===== config.mk =====
export PLATFORM = sky130hd
export DESIGN_NAME = nand_breg_seq
export DESIGN_NICKNAME = d
export VERILOG_FILES = /design/src/rtl/nbs_pkg.sv /design/src/rtl/nbs_sync.sv /design/src/rtl/nbs_slot_ptr.sv /design/src/rtl/nbs_byte_pick.sv /design/src/rtl/nand_breg_seq.sv
export SDC_FILE = /design/constraint.sdc
export NUM_CORES = 1
export LEC_CHECK = 0
export BUFFER_PORTS_ARGS = -buffer_cell sky130_fd_sc_hd__buf_4
export CAP_MARGIN = 30
export CORE_MARGIN = 2
export CORE_UTILIZATION = 45
export CTS_CLUSTER_SIZE = 8
export DETAILED_ROUTE_END_ITERATION = 16
export PLACE_DENSITY_LB_ADDON = 0.2
export SYNTH_ARGS = -nofsm -noshare
export SYNTH_HDL_FRONTEND = slang
export SYNTH_SLANG_ARGS = --single-unit

===== constraint.sdc =====
create_clock -name clk -period 2.1 [get_ports clk]
set_input_delay 0.42 -clock clk [delete_from_list [all_inputs] [get_ports clk]]
set_output_delay 0.42 -clock clk [all_outputs]
set_load 0.02 [all_outputs]

===== src/rtl/nbs_pkg.sv =====
package nbs_pkg;

    typedef enum logic [1:0] {
        OP_ADDR  = 2'd0,
        OP_WDAT  = 2'd1,
        OP_RSTAT = 2'd2,
        OP_RWAIT = 2'd3
    } nbs_op_e;

    typedef enum logic [2:0] {
        ST_IDLE,
        ST_POLL,
        ST_SETUP,
        ST_STROBE,
        ST_HOLD
    } nbs_state_e;

endpackage


===== src/rtl/nbs_sync.sv =====
module nbs_sync (
    input  logic clk,
    input  logic rst_n,
    input  logic d,
    output logic q
);
    logic meta;

    always_ff @(posedge clk or negedge rst_n) begin
        if (!rst_n) begin
            meta <= 1'b0;
            q    <= 1'b0;
        end else begin
            meta <= d;
            q    <= meta;
        end
    end
endmodule


===== src/rtl/nbs_slot_ptr.sv =====
module nbs_slot_ptr #(
    parameter int SLOTS = 4,
    parameter int PW    = 3
) (
    input  logic          clk,
    input  logic          rst_n,
    input  logic          clr,
    input  logic          step,
    output logic [PW-1:0] ptr
);
    localparam logic [PW-1:0] CEIL = PW'(SLOTS);

    always_ff @(posedge clk or negedge rst_n) begin
        if (!rst_n)
            ptr <= '0;
        else if (clr)
            ptr <= '0;
        else if (step && ptr != CEIL)
            ptr <= ptr + PW'(1);
    end

    // pointer saturates at the slot count
    a_r4_ptr_ceiling: assert property (@(posedge clk) disable iff (!rst_n)
        ptr <= CEIL);
endmodule


===== src/rtl/nbs_byte_pick.sv =====
module nbs_byte_pick #(
    parameter int SLOTS = 4,
    parameter int BW    = 8,
    parameter int PW    = 3
) (
    input  logic [SLOTS*BW-1:0] word,
    input  logic [PW-1:0]       ptr,
    output logic [BW-1:0]       byte_o
);
    always_comb begin
        byte_o = '0;
        for (int k = 0; k < SLOTS; k++) begin
            if (ptr == PW'(k))
                byte_o = word[k*BW +: BW];
        end
    end
endmodule


===== src/rtl/nand_breg_seq.sv =====
module nand_breg_seq
    import nbs_pkg::*;
#(
    parameter int SLOTS  = 4,
    parameter int BW     = 8,
    parameter int LO_CYC = 2,
    parameter int HI_CYC = 1,
    parameter int TMO_W  = 8
) (
    input  logic                clk,
    input  logic                rst_n,
    input  logic                clear,
    input  logic                op_valid,
    input  logic [1:0]          op_code,
    input  logic [SLOTS*BW-1:0] wr_data,
    input  logic [TMO_W-1:0]    tmo_limit,
    output logic                busy,
    output logic                done,
    output logic                tmo_err,
    output logic [SLOTS*BW-1:0] rd_data,
    output logic                nand_cle,
    output logic                nand_ale,
    output logic                nand_we_n,
    output logic                nand_re_n,
    output logic [BW-1:0]       nand_dq_out,
    output logic                nand_dq_oe,
    input  logic [BW-1:0]       nand_dq_in,
    input  logic                nand_rb
);
    localparam int PW    = $clog2(SLOTS + 1);
    localparam int PH_MX = (LO_CYC > HI_CYC) ? LO_CYC : HI_CYC;
    localparam int PH_W  = $clog2(PH_MX + 1);
    localparam logic [PH_W-1:0] LO_LAST = PH_W'(LO_CYC - 1);
    localparam logic [PH_W-1:0] HI_LAST = PH_W'(HI_CYC - 1);

    nbs_state_e         state, nstate;
    nbs_op_e            op_q;
    logic [PH_W-1:0]    ph_cnt;
    logic [TMO_W-1:0]   poll_cnt;
    logic [BW-1:0]      dq_q;
    logic               done_q, tmo_q;
    logic [SLOTS*BW-1:0] rd_q;
    logic               rb_s;
    logic [PW-1:0]      wr_ptr, rd_ptr;
    logic [BW-1:0]      pick;
    logic               accept, tmo_hit, strobe_end, hold_end, rd_step, wr_step;
    logic               op_is_rd;

    nbs_sync u_rb_sync (
        .clk   (clk),
        .rst_n (rst_n),
        .d     (nand_rb),
        .q     (rb_s)
    );

    nbs_slot_ptr #(.SLOTS(SLOTS), .PW(PW)) u_wr_ptr (
        .clk   (clk),
        .rst_n (rst_n),
        .clr   (clear),
        .step  (wr_step),
        .ptr   (wr_ptr)
    );

    nbs_slot_ptr #(.SLOTS(SLOTS), .PW(PW)) u_rd_ptr (
        .clk   (clk),
        .rst_n (rst_n),
        .clr   (clear),
        .step  (rd_step),
        .ptr   (rd_ptr)
    );

    nbs_byte_pick #(.SLOTS(SLOTS), .BW(BW), .PW(PW)) u_pick (
        .word   (wr_data),
        .ptr    (wr_ptr),
        .byte_o (pick)
    );

    assign accept     = op_valid && (state == ST_IDLE) && !clear;
    assign op_is_rd   = op_q[1];
    assign strobe_end = (state == ST_STROBE) && (ph_cnt == LO_LAST);
    assign hold_end   = (state == ST_HOLD) && (ph_cnt == HI_LAST);
    assign tmo_hit    = (state == ST_POLL) && !rb_s &&
                        (poll_cnt == tmo_limit - TMO_W'(1));
    assign wr_step    = accept && !op_code[1];
    assign rd_step    = strobe_end && op_is_rd;

    always_comb begin
        nstate = state;
        unique case (state)
            ST_IDLE:   if (accept)
                           nstate = (nbs_op_e'(op_code) == OP_RWAIT) ? ST_POLL : ST_SETUP;
            ST_POLL:   if (rb_s)
                           nstate = ST_SETUP;
                       else if (tmo_hit)
                           nstate = ST_IDLE;
            ST_SETUP:  nstate = ST_STROBE;
            ST_STROBE: if (strobe_end) nstate = ST_HOLD;
            ST_HOLD:   if (hold_end) nstate = ST_IDLE;
            default:   nstate = ST_IDLE;
        endcase
    end

    always_ff @(posedge clk or negedge rst_n) begin
        if (!rst_n) begin
            state    <= ST_IDLE;
            op_q     <= OP_ADDR;
            ph_cnt   <= '0;
            poll_cnt <= '0;
            dq_q     <= '0;
            done_q   <= 1'b0;
            tmo_q    <= 1'b0;
        end else begin
            state  <= nstate;
            done_q <= hold_end || tmo_hit;
            if (state != nstate)
                ph_cnt <= '0;
            else
                ph_cnt <= ph_cnt + PH_W'(1);
            if (accept) begin
                op_q     <= nbs_op_e'(op_code);
                dq_q     <= pick;
                poll_cnt <= '0;
            end else if (state == ST_POLL) begin
                poll_cnt <= poll_cnt + TMO_W'(1);
            end
            if (clear || accept)
                tmo_q <= 1'b0;
            else if (tmo_hit)
                tmo_q <= 1'b1;
        end
    end

    for (genvar k = 0; k < SLOTS; k++) begin : g_cap
        always_ff @(posedge clk or negedge rst_n) begin
            if (!rst_n)
                rd_q[k*BW +: BW] <= '0;
            else if (rd_step && rd_ptr == PW'(k))
                rd_q[k*BW +: BW] <= nand_dq_in;
        end
    end

    always_comb begin
        logic on_bus;
        on_bus      = (state == ST_SETUP) || (state == ST_STROBE) || (state == ST_HOLD);
        busy        = (state != ST_IDLE);
        done        = done_q;
        tmo_err     = tmo_q;
        rd_data     = rd_q;
        nand_cle    = 1'b0;
        nand_ale    = on_bus && (op_q == OP_ADDR);
        nand_dq_oe  = on_bus && !op_is_rd;
        nand_dq_out = dq_q;
        nand_we_n   = !((state == ST_STROBE) && !op_is_rd);
        nand_re_n   = !((state == ST_STROBE) && op_is_rd);
    end

    // never both strobes at once
    a_r5_single_strobe: assert property (@(posedge clk) disable iff (!rst_n)
        !(!nand_we_n && !nand_re_n));
    // address latch only while the block drives the bus
    a_r2_ale_drives: assert property (@(posedge clk) disable iff (!rst_n)
        nand_ale |-> nand_dq_oe);
    // wait-ready read only strobes once ready has been seen
    a_r7_ready_first: assert property (@(posedge clk) disable iff (!rst_n)
        (state == ST_POLL && !rb_s) |=> nand_re_n);
    // timeout flag rises together with completion
    a_r8_tmo_done: assert property (@(posedge clk) disable iff (!rst_n)
        $rose(tmo_err) |-> done);
    // done follows a busy cycle and is a single-cycle pulse
    a_r9_done_pulse: assert property (@(posedge clk) disable iff (!rst_n)
        done |-> ($past(busy) && !busy));
    a_r9_done_once: assert property (@(posedge clk) disable iff (!rst_n)
        done |=> !done);
endmodule


Yosys cells after proc, flatten, opt, wreduce, memory -nomap -nowiden
Index checks and enable logic that the tools add are counted.
Word-level totals
  bits in writable memories: 0
  ROM bits: 0
  bits in latches: 0
  register bits: 65
  word-level logic and storage cells: 94
  input port bits: 55
  memories kept: 0
Operators by class
  order comparisons: 0
  add/subtract/negate cells: 5
  divide/modulo/power cells: 0
  mux-type cells: 20
  equal/unequal tests: 16
  multipliers: 0
  bitwise operators: 0
  reduce and logical (&&, ||, !) cells: 38
  shifts and indexed selects: 0
Operators by type and width (number)
  $mux 8: 6
  $mux 3: 9
  $eq 3x2->1 const B: 6
  $logic_and 1x1->1: 18
  $pmux 3 s5: 1
  $eq 3x1->1 const B: 3
  $logic_not 3->1: 3
  $add 8x1->8 const B: 1
  $eq 8x8->1: 1
  $reduce_bool 2->1: 4
  $sub 8x1->8 const B: 1
  $add 3x1->3 const B: 2
  $logic_not 1->1: 6
  $ne 3x3->1 const B: 2
  $logic_not 2->1: 2
  $logic_or 1x1->1: 4
  $mux 2: 2
  $eq 3x3->1 const B: 1
  $ne 3x3->1: 1
  $reduce_bool 3->1: 1
  $add 2x1->2 const B: 1
  $eq 2x1->1 const B: 1
  $eq 2x2->1 const B: 1
  $mux 1: 2

Longest topological paths before layout
Gate-level depths: netlist of run 1.
  depth after elaboration: 8
  gate-level depth with buffers: 8
  depth with buffers taken out: 8

Hierarchy
Synthesis of run 1 repeated with hierarchy kept, for this count alone.
Unflattened totals
  cell total of the unflattened synthesis: 288
  area total of the unflattened synthesis: 3364.5 µm²
By module, submodules not included
  nand_breg_seq: cells an instance 222, area an instance 2655.0 µm², instances 1
  nbs_slot_ptr: cells an instance 17, area an instance 198.9 µm², instances 2
  nbs_byte_pick: cells an instance 30, area an instance 261.5 µm², instances 1
  nbs_sync: cells an instance 2, area an instance 50.0 µm², instances 1

Worst setup path after synthesis of run 1
OpenSTA, ideal clock, no wires.
  kind: input to register
  start point: input port tmo_limit[0]
  end point: register ph_cnt[0]
  path slack: -0.038 ns
  stages: 8
  data arrival time: 2.061 ns
  cells stage by stage: inv_1 -> ha_1 -> or3b_1 -> nor3_2 -> xnor2_1 -> o311a_1 -> or3_1 -> a21oi_1
On the way
  cells in the longest elaborated chain, start to end: 8
RTL lines
  start: declaration: line nand_breg_seq.sv:16  | input logic [TMO_W-1:0] tmo_limit,
  $sub 8x1->8: line nand_breg_seq.sv:83  | (poll_cnt == tmo_limit - TMO_W'(1));
  $eq 8x8->1: line nand_breg_seq.sv:83
  $logic_and 1x1->1: line nand_breg_seq.sv:82  | assign tmo_hit = (state == ST_POLL) && !rb_s &&
  $mux 3: line nand_breg_seq.sv:94  | else if (tmo_hit)
  $mux 3: line nand_breg_seq.sv:92  | ST_POLL: if (rb_s)
  $pmux 3 s5: line nand_breg_seq.sv:89  | unique case (state)
  $ne 3x3->1: line nand_breg_seq.sv:115  | if (state != nstate)
  $mux 2: line nand_breg_seq.sv:115
  end signal: assignment: line nand_breg_seq.sv:118  | ph_cnt <= ph_cnt + PH_W'(1);
  end: declaration: line nand_breg_seq.sv:38  | logic [PH_W-1:0] ph_cnt;
No other way between the ends.
A chain may end at the register's enable or synchronous reset.

Worst setup path in the final report of run 1
  start point: input port tmo_limit[1]
  end point: register tmo_q, in the netlist tmo_err
On the way
  cells in the longest elaborated chain, start to end: 4
RTL lines
  $sub 8x1->8: line nand_breg_seq.sv:83
  $eq 8x8->1: line nand_breg_seq.sv:83
  $logic_and 1x1->1: line nand_breg_seq.sv:82
  $reduce_bool 2->1 (no line)
  end signal: assignment: line nand_breg_seq.sv:111  | tmo_q <= 1'b0;
  end signal: assignment: line nand_breg_seq.sv:127  | tmo_q <= 1'b0;
  end signal: assignment: line nand_breg_seq.sv:129  | tmo_q <= 1'b1;
  end: declaration: line nand_breg_seq.sv:41  | logic done_q, tmo_q;
No other way between the ends.

==> impl_metrics.toml, run 1 <==
[grt]
grt_pass1_vias = 2688
grt_max_degree = 40
antenna_found_initial = 0
grt_pass1_wl_mm = 12.9
gr-total-overflow = 0
grtUsageTotal = 0.196

[synth]
ys.flop_type = "dfrtp_1"
synth_edf_count = 0
synth.area.top_cells = "dfrtp_1 49%, mux2_2 10%, ha_1 5.3%"
synth_area_um2 = 3330
synth_area_per_cell_um2 = 10.7
yosysTopAreaCellShare = 0.488
synthDistinctLibCells = 50
synth-async-reset-ratio = 1.00
synth-seq-area-share = 0.488
synthTopCellsByCount = "65 x dfrtp_1, 31 x mux2_2, 28 x nand2_1"
yosys.cell_count.top_type = "dfrtp_1"
synthCells = 313
ys_seq_elements = 65
synth_top_cell_by_area = "dfrtp_1"
yosysWarnings = 0
synth_fp_nets = 382

[worst_setup_path]
crit_fanout = 3
start_kind = "input port"
path_cells = "buf_4 -> or4_4 -> a2111oi_4 -> nor2_2 -> a2111oi_2 -> a31oi_1 -> a211oi_2"
cpMaxStageDelayCell = "or4_4"
crit_type = "in2reg"
slowest_delay_ns = 0.57
cp_top_family = "compound AO/OA/AOI/OAI gates"
crit_arrival_ns = 2.31
end_kind = "register"
cp_data_required_time_ns = 2.36
path_buf_inv = 1

[layout]
syn2layout_area_growth_pct = 38.1
final_cells = 538
n_antenna_cell = 0
drive_above_1_share = 0.421
utilization = 0.638
nets = 503

[placed_design]
dpl.hpwl_mm = 5.83
dp.cells = 520
gp_congestion = 0.815
io_buffers = 101

[pwr]
pwr-share-comb = 0.397
pwr-share-clk = 0.250
p_per_area_nw_per_um2 = 1120
seqPwrFrac = 0.353
ir_drop_mv = 0.513
p_sw_w = 0.00184
intPower_w = 0.00333
p_sw_frac = 0.356
p_leak_nw = 2.17

[clock_tree]
holdBufCountCts = 0
clkTransAtPathRegs_ns = 0.07
clk_latency_ns = 0.35
cts.sinks = 65
cts_tree = "built"
cts_root_buf = "clkbuf_8"
numCtsBuffers = 9
clk_path_buf_depth = 2
h-tree-depth = 3

[status]
status = "finished clean"

[sta]
clock_skew_ns = 0.0160
slew_violations = 0
fin_crit_sh = 0.975
max_freq_mhz = 488
layout_min_cycle_time_ns = 2.05
setup_violations = 0
relSlewSlack = 0.645
worstMarginPinSlew_ns = 0.531
rsz0062_at_grt = "true"
hold_violations = 0

[floorplanning]
die_h_um = 90.1
core_um2 = 7210
io_pins = 103
die_area_um2 = 8110
fp-row-count = 31
die_w_um = 90.1
start_util = 0.462

[drt]
drt_wl_total_mm = 7.66
postRouteAntennaNets = 0
num_vias = 2728
vias_per_cell = 5.07
dr.pass1.iters = 6
wl_per_cell_um = 14.2
drc = 0
drt-initial-drc-count = 118

[run]
drv_cap = 0

[hold_path]
min_path_type = "in2async"
## layout by cell type, fill, tap and decap left out, types with 2 or more instances in the layout
master and n:
nor2_2 2, o21ai_1 6, nor3_2 2, nor2b_1 2, buf_4 118, or2_2 2, xnor2_1 8, mux2_1 2
inv_1 14, nand3b_1 4, dfrtp_1 64, a21oi_1 18, nand2b_1 2, nand3_1 8, a222oi_1 8, o21ai_0 8
clkbuf_8 9, inv_6 2, ha_1 13, xor2_1 9, nor3_1 12, nand4_1 3, nand2_1 28, bufinv_16 3
mux2i_1 2, nor2b_2 2, mux2_2 31, nor2_1 25, and2_1 2
## per-layer routing
metal	track usage	up-vias	wire length, µm
li1	-	1349	-
met1	0.260	1298	3530
met2	0.318	68	3690
met3	0.0419	13	309
met4	0.0744	0	127
met5	0	-	0
## stage by stage
step / cell area (µm²) / TNS [ns] / hold WS (ns) / worst slack (ns) / total power (W)
global route: 4610 / -0.0239 / 0.0767 / -0.0112 / 0.00549
detailed placement: 4330 / -1.17 / 0.335 / -0.290 / 0.00386
global placement: 4330 / -0.980 / 0.339 / -0.253 / 0.00381
finish: 4610 / 0 / 0.0498 / 0.0524 / 0.00516
CTS: 4600 / 0 / 0.0661 / 0.00696 / 0.00519
floorplan: 3360 / -0.0467 / 0.124 / -0.0200 / 0.00301
## cell type report
cell class	count	area, µm²
Sequential cell	65	1630
Clock buffer	10	128
Multi-Input combinational cell	222	1630
Fill cell	629	2610
Inverter	17	71.3
Clock inverter	6	115
Tap cell	99	124
Timing Repair Buffer	119	906
## power groups by stage
stage / sequential, W / clock, W / combinational (W)
after floorplan: 0.00201 / 0 / 0.00100
after global placement: 0.00185 / 0 / 0.00196
after detailed placement: 0.00186 / 0 / 0.00200
after CTS: 0.00182 / 0.00131 / 0.00206
after global routing: 0.00186 / 0.00138 / 0.00225
final: 0.00182 / 0.00129 / 0.00205
## registers in the layout, indices dropped and copies added (netlist names), 2 cells and up
signal	flops
nand_dq_out	8
op_q	2
ph_cnt	2
poll_cnt	8
rd_data	32
state	3
u_rd_ptr.ptr	3
u_wr_ptr.ptr	3
## final timing paths
check,start,endpoint,slack (ns),cells after the start
hold / removal,rst_n,nand_dq_out[5],0.05,1
min in group clk,nand_rb,u_rb_sync.meta,0.19,1
setup / recovery,tmo_limit[1],tmo_err,0.05,7
setup reg to reg,poll_cnt[5],tmo_err,0.15,6
hold reg to reg,u_rb_sync.meta,u_rb_sync.q,0.35,0
max in group asynchronous,rst_n,poll_cnt[6],1.51,2
## worst register-to-register path, cell delays in order (launching register included)
cell and delay, ns:
dfrtp_1 0.37, or2b_2 0.31, a2111oi_4 0.36, nor2_2 0.08, a2111oi_2 0.40, a31oi_1 0.16, a211oi_2 0.20
## repair_timing
action                                  in CTS  in global routing
endpoints found under the hold margin        0                  0
buffers inserted                             2                  0
cloned                                       0                  0
gates resized for setup                      2                  3
endpoints found under the setup margin       1                 12
## cells by family (layout without fill, tap and decap cells)
group                    count (synthesis)  in the layout  share of synthesized area
AO/OA/AOI/OAI                           53             53                      0.114
XOR/XNOR                                17             17                     0.0447
adder cells (fa/ha/maj)                 14             14                     0.0525
buffers and inverters                   26            152                     0.0304
flip-flops                              65             65                      0.488
multiplexers                            35             35                      0.117
other                                    1              1                    0.00112
AND/OR/NAND/NOR                        102            102                      0.152
(Power assumes the default switching activity.)
==> inputs of run 2 (changes only) <==
Settings changed: RECOVER_POWER set to 25.
==> run 2 against run 1 <==
Sequential share of layout area grew 0.14 points. Global-route usage unchanged. Total power shrank 0.12%. Critical path type unchanged. Largest cell class unchanged. Final cell count unchanged. Clock power about the same.
==> impl_metrics.toml, run 2 (synthesized netlist as in run 1, its figures left out) <==
[sta]
fin_setup_tns_ns = 0
hold_violations = 0
max_freq_mhz = 488
setup_violations = 0
slew_violations = 0
fin_crit_sh = 0.976
layout_min_cycle_time_ns = 2.05
clock_skew_ns = 0.0166
relSlewSlack = 0.336
rsz0062_at_grt = "true"
worstMarginPinSlew_ns = 0.996

[grt]
grt_max_degree = 40
grt_pass1_vias = 2688
grt_pass1_wl_mm = 12.9
grtUsageTotal = 0.196
gr-total-overflow = 0
antenna_found_initial = 0

[layout]
syn2layout_area_growth_pct = 37.6
nets = 503
n_antenna_cell = 0
final_cell_mix = "116 x buf_4, 64 x dfrtp_1, 31 x mux2_2"
final_common_cell = "buf_4"
final_cells = 538
largest_register_ffs = 32
drive_above_1_share = 0.419

[drt]
wl_per_cell_um = 14.2
dr.pass1.iters = 5
drt-initial-drc-count = 107
postRouteAntennaNets = 0
drc = 0
drt_wl_total_mm = 7.65
vias_per_cell = 5.06
num_vias = 2724

[worst_setup_path]
crit_fanout = 3
r2r_slack_ns = 0.15
r2r_end = "tmo_err"
cp_data_required_time_ns = 2.36
start_kind = "input port"
cp_top_family = "compound AO/OA/AOI/OAI gates"
crit_arrival_ns = 2.31
slowest_delay_ns = 0.57
reg2reg_from = "poll_cnt[5]"
end_kind = "register"
cpMaxStageDelayCell = "or4_4"
crit_type = "in2reg"
rr_worst_depth = 6
path_cells = "buf_4 -> or4_4 -> a2111oi_4 -> nor2_2 -> a2111oi_2 -> a31oi_1 -> a211oi_2"
path_buf_inv = 1

[clock_tree]
clk_path_buf_depth = 2
numCtsBuffers = 9
cts_tree = "built"
clkTransAtPathRegs_ns = 0.07
cts.sinks = 65
cts_root_buf = "clkbuf_8"
h-tree-depth = 3
clk_latency_ns = 0.35

[status]
status = "finished clean"

[placed_design]
dpl.hpwl_mm = 5.83
io_buffers = 101
gp_congestion = 0.815
dp.cells = 520

[floorplanning]
fp-row-count = 31
core_um2 = 7210
io_pins = 103
start_util = 0.462
die_h_um = 90.1
die_w_um = 90.1
die_area_um2 = 8110

[pwr]
finalPower_w = 0.00516
p_per_area_nw_per_um2 = 1120
ir_drop_mv = 0.512
p_leak_nw = 2.16

[run]
drv_cap = 0

[hold_path]
min_path_type = "in2reg"
holdPathStages = 1
min_from = "nand_rb"
min_to = "u_rb_sync.meta"
run 2: cell count changes in the layout (fill, tap and decap cells not counted), sizes merged:
cell	previous run	this run
buf	119	116
clkbuf	10	13
run 2: cell type report:
type | count | area (µm²)
Clock buffer | 10 | 128
Clock inverter | 6 | 115
Fill cell | 633 | 2630
Inverter | 17 | 71.3
Multi-Input combinational cell | 222 | 1630
Sequential cell | 65 | 1630
Tap cell | 99 | 124
Timing Repair Buffer | 119 | 887
run 2: through the flow:
stage | hold WS [ns] | instance area, µm² | util | setup WS [ns]
global placement | 0.339 | 4330 | 0.601 | -0.253
finish | 0.212 | 4590 | 0.636 | 0.0510
global route | 0.199 | 4590 | 0.636 | -0.0112
CTS | 0.0661 | 4600 | 0.637 | 0.00696
detailed placement | 0.335 | 4330 | 0.601 | -0.290
floorplan | 0.124 | 3360 | - | -0.0200
run 2: worst reg2reg max path: cells and delay by family (launching register included):
family           cells  cell delay [ns]
AO/OA/AOI/OAI        4             1.12
flip-flops           1             0.37
AND/OR/NAND/NOR      2             0.39
run 2: layer usage:
layer | track usage | routed length, µm
met1 | 0.260 | 3540
met2 | 0.318 | 3670
met3 | 0.0419 | 298
met4 | 0.0744 | 136
met5 | 0 | 0
run 2: worst max path at each step:
stage | depth (start not counted) | slack [ns] | end | from
detailed placement | 7 | -0.29 | ph_cnt[1] | tmo_limit[1]
CTS | 7 | 0.007 | nand_dq_out[0] | u_wr_ptr.ptr[0]
global placement | 7 | -0.25 | tmo_err | tmo_limit[1]
floorplan | 6 | -0.02 | ph_cnt[0] | tmo_limit[1]
finish | 7 | 0.05 | tmo_err | tmo_limit[1]
global route | 7 | -0.01 | ph_cnt[1] | tmo_limit[1]
run 2: where the power goes:
| part | internal [W] | switching (W) | total, W |
|---|---|---|---|
| Combinational | 0.000958 | 0.00109 | 0.00204 |
| Clock | 0.000795 | 0.000497 | 0.00129 |
| Sequential | 0.00157 | 0.000254 | 0.00182 |
run 2: repair_timing:
action                                  4_1_cts  5_1_grt
setup buffers                                 2        0
endpoints found under the hold margin         0        0
pin swaps                                     0        0
cloned                                        0        0
hold buffers                                  0        0
gates resized for setup                       2        3
endpoints found under the setup margin        1       12
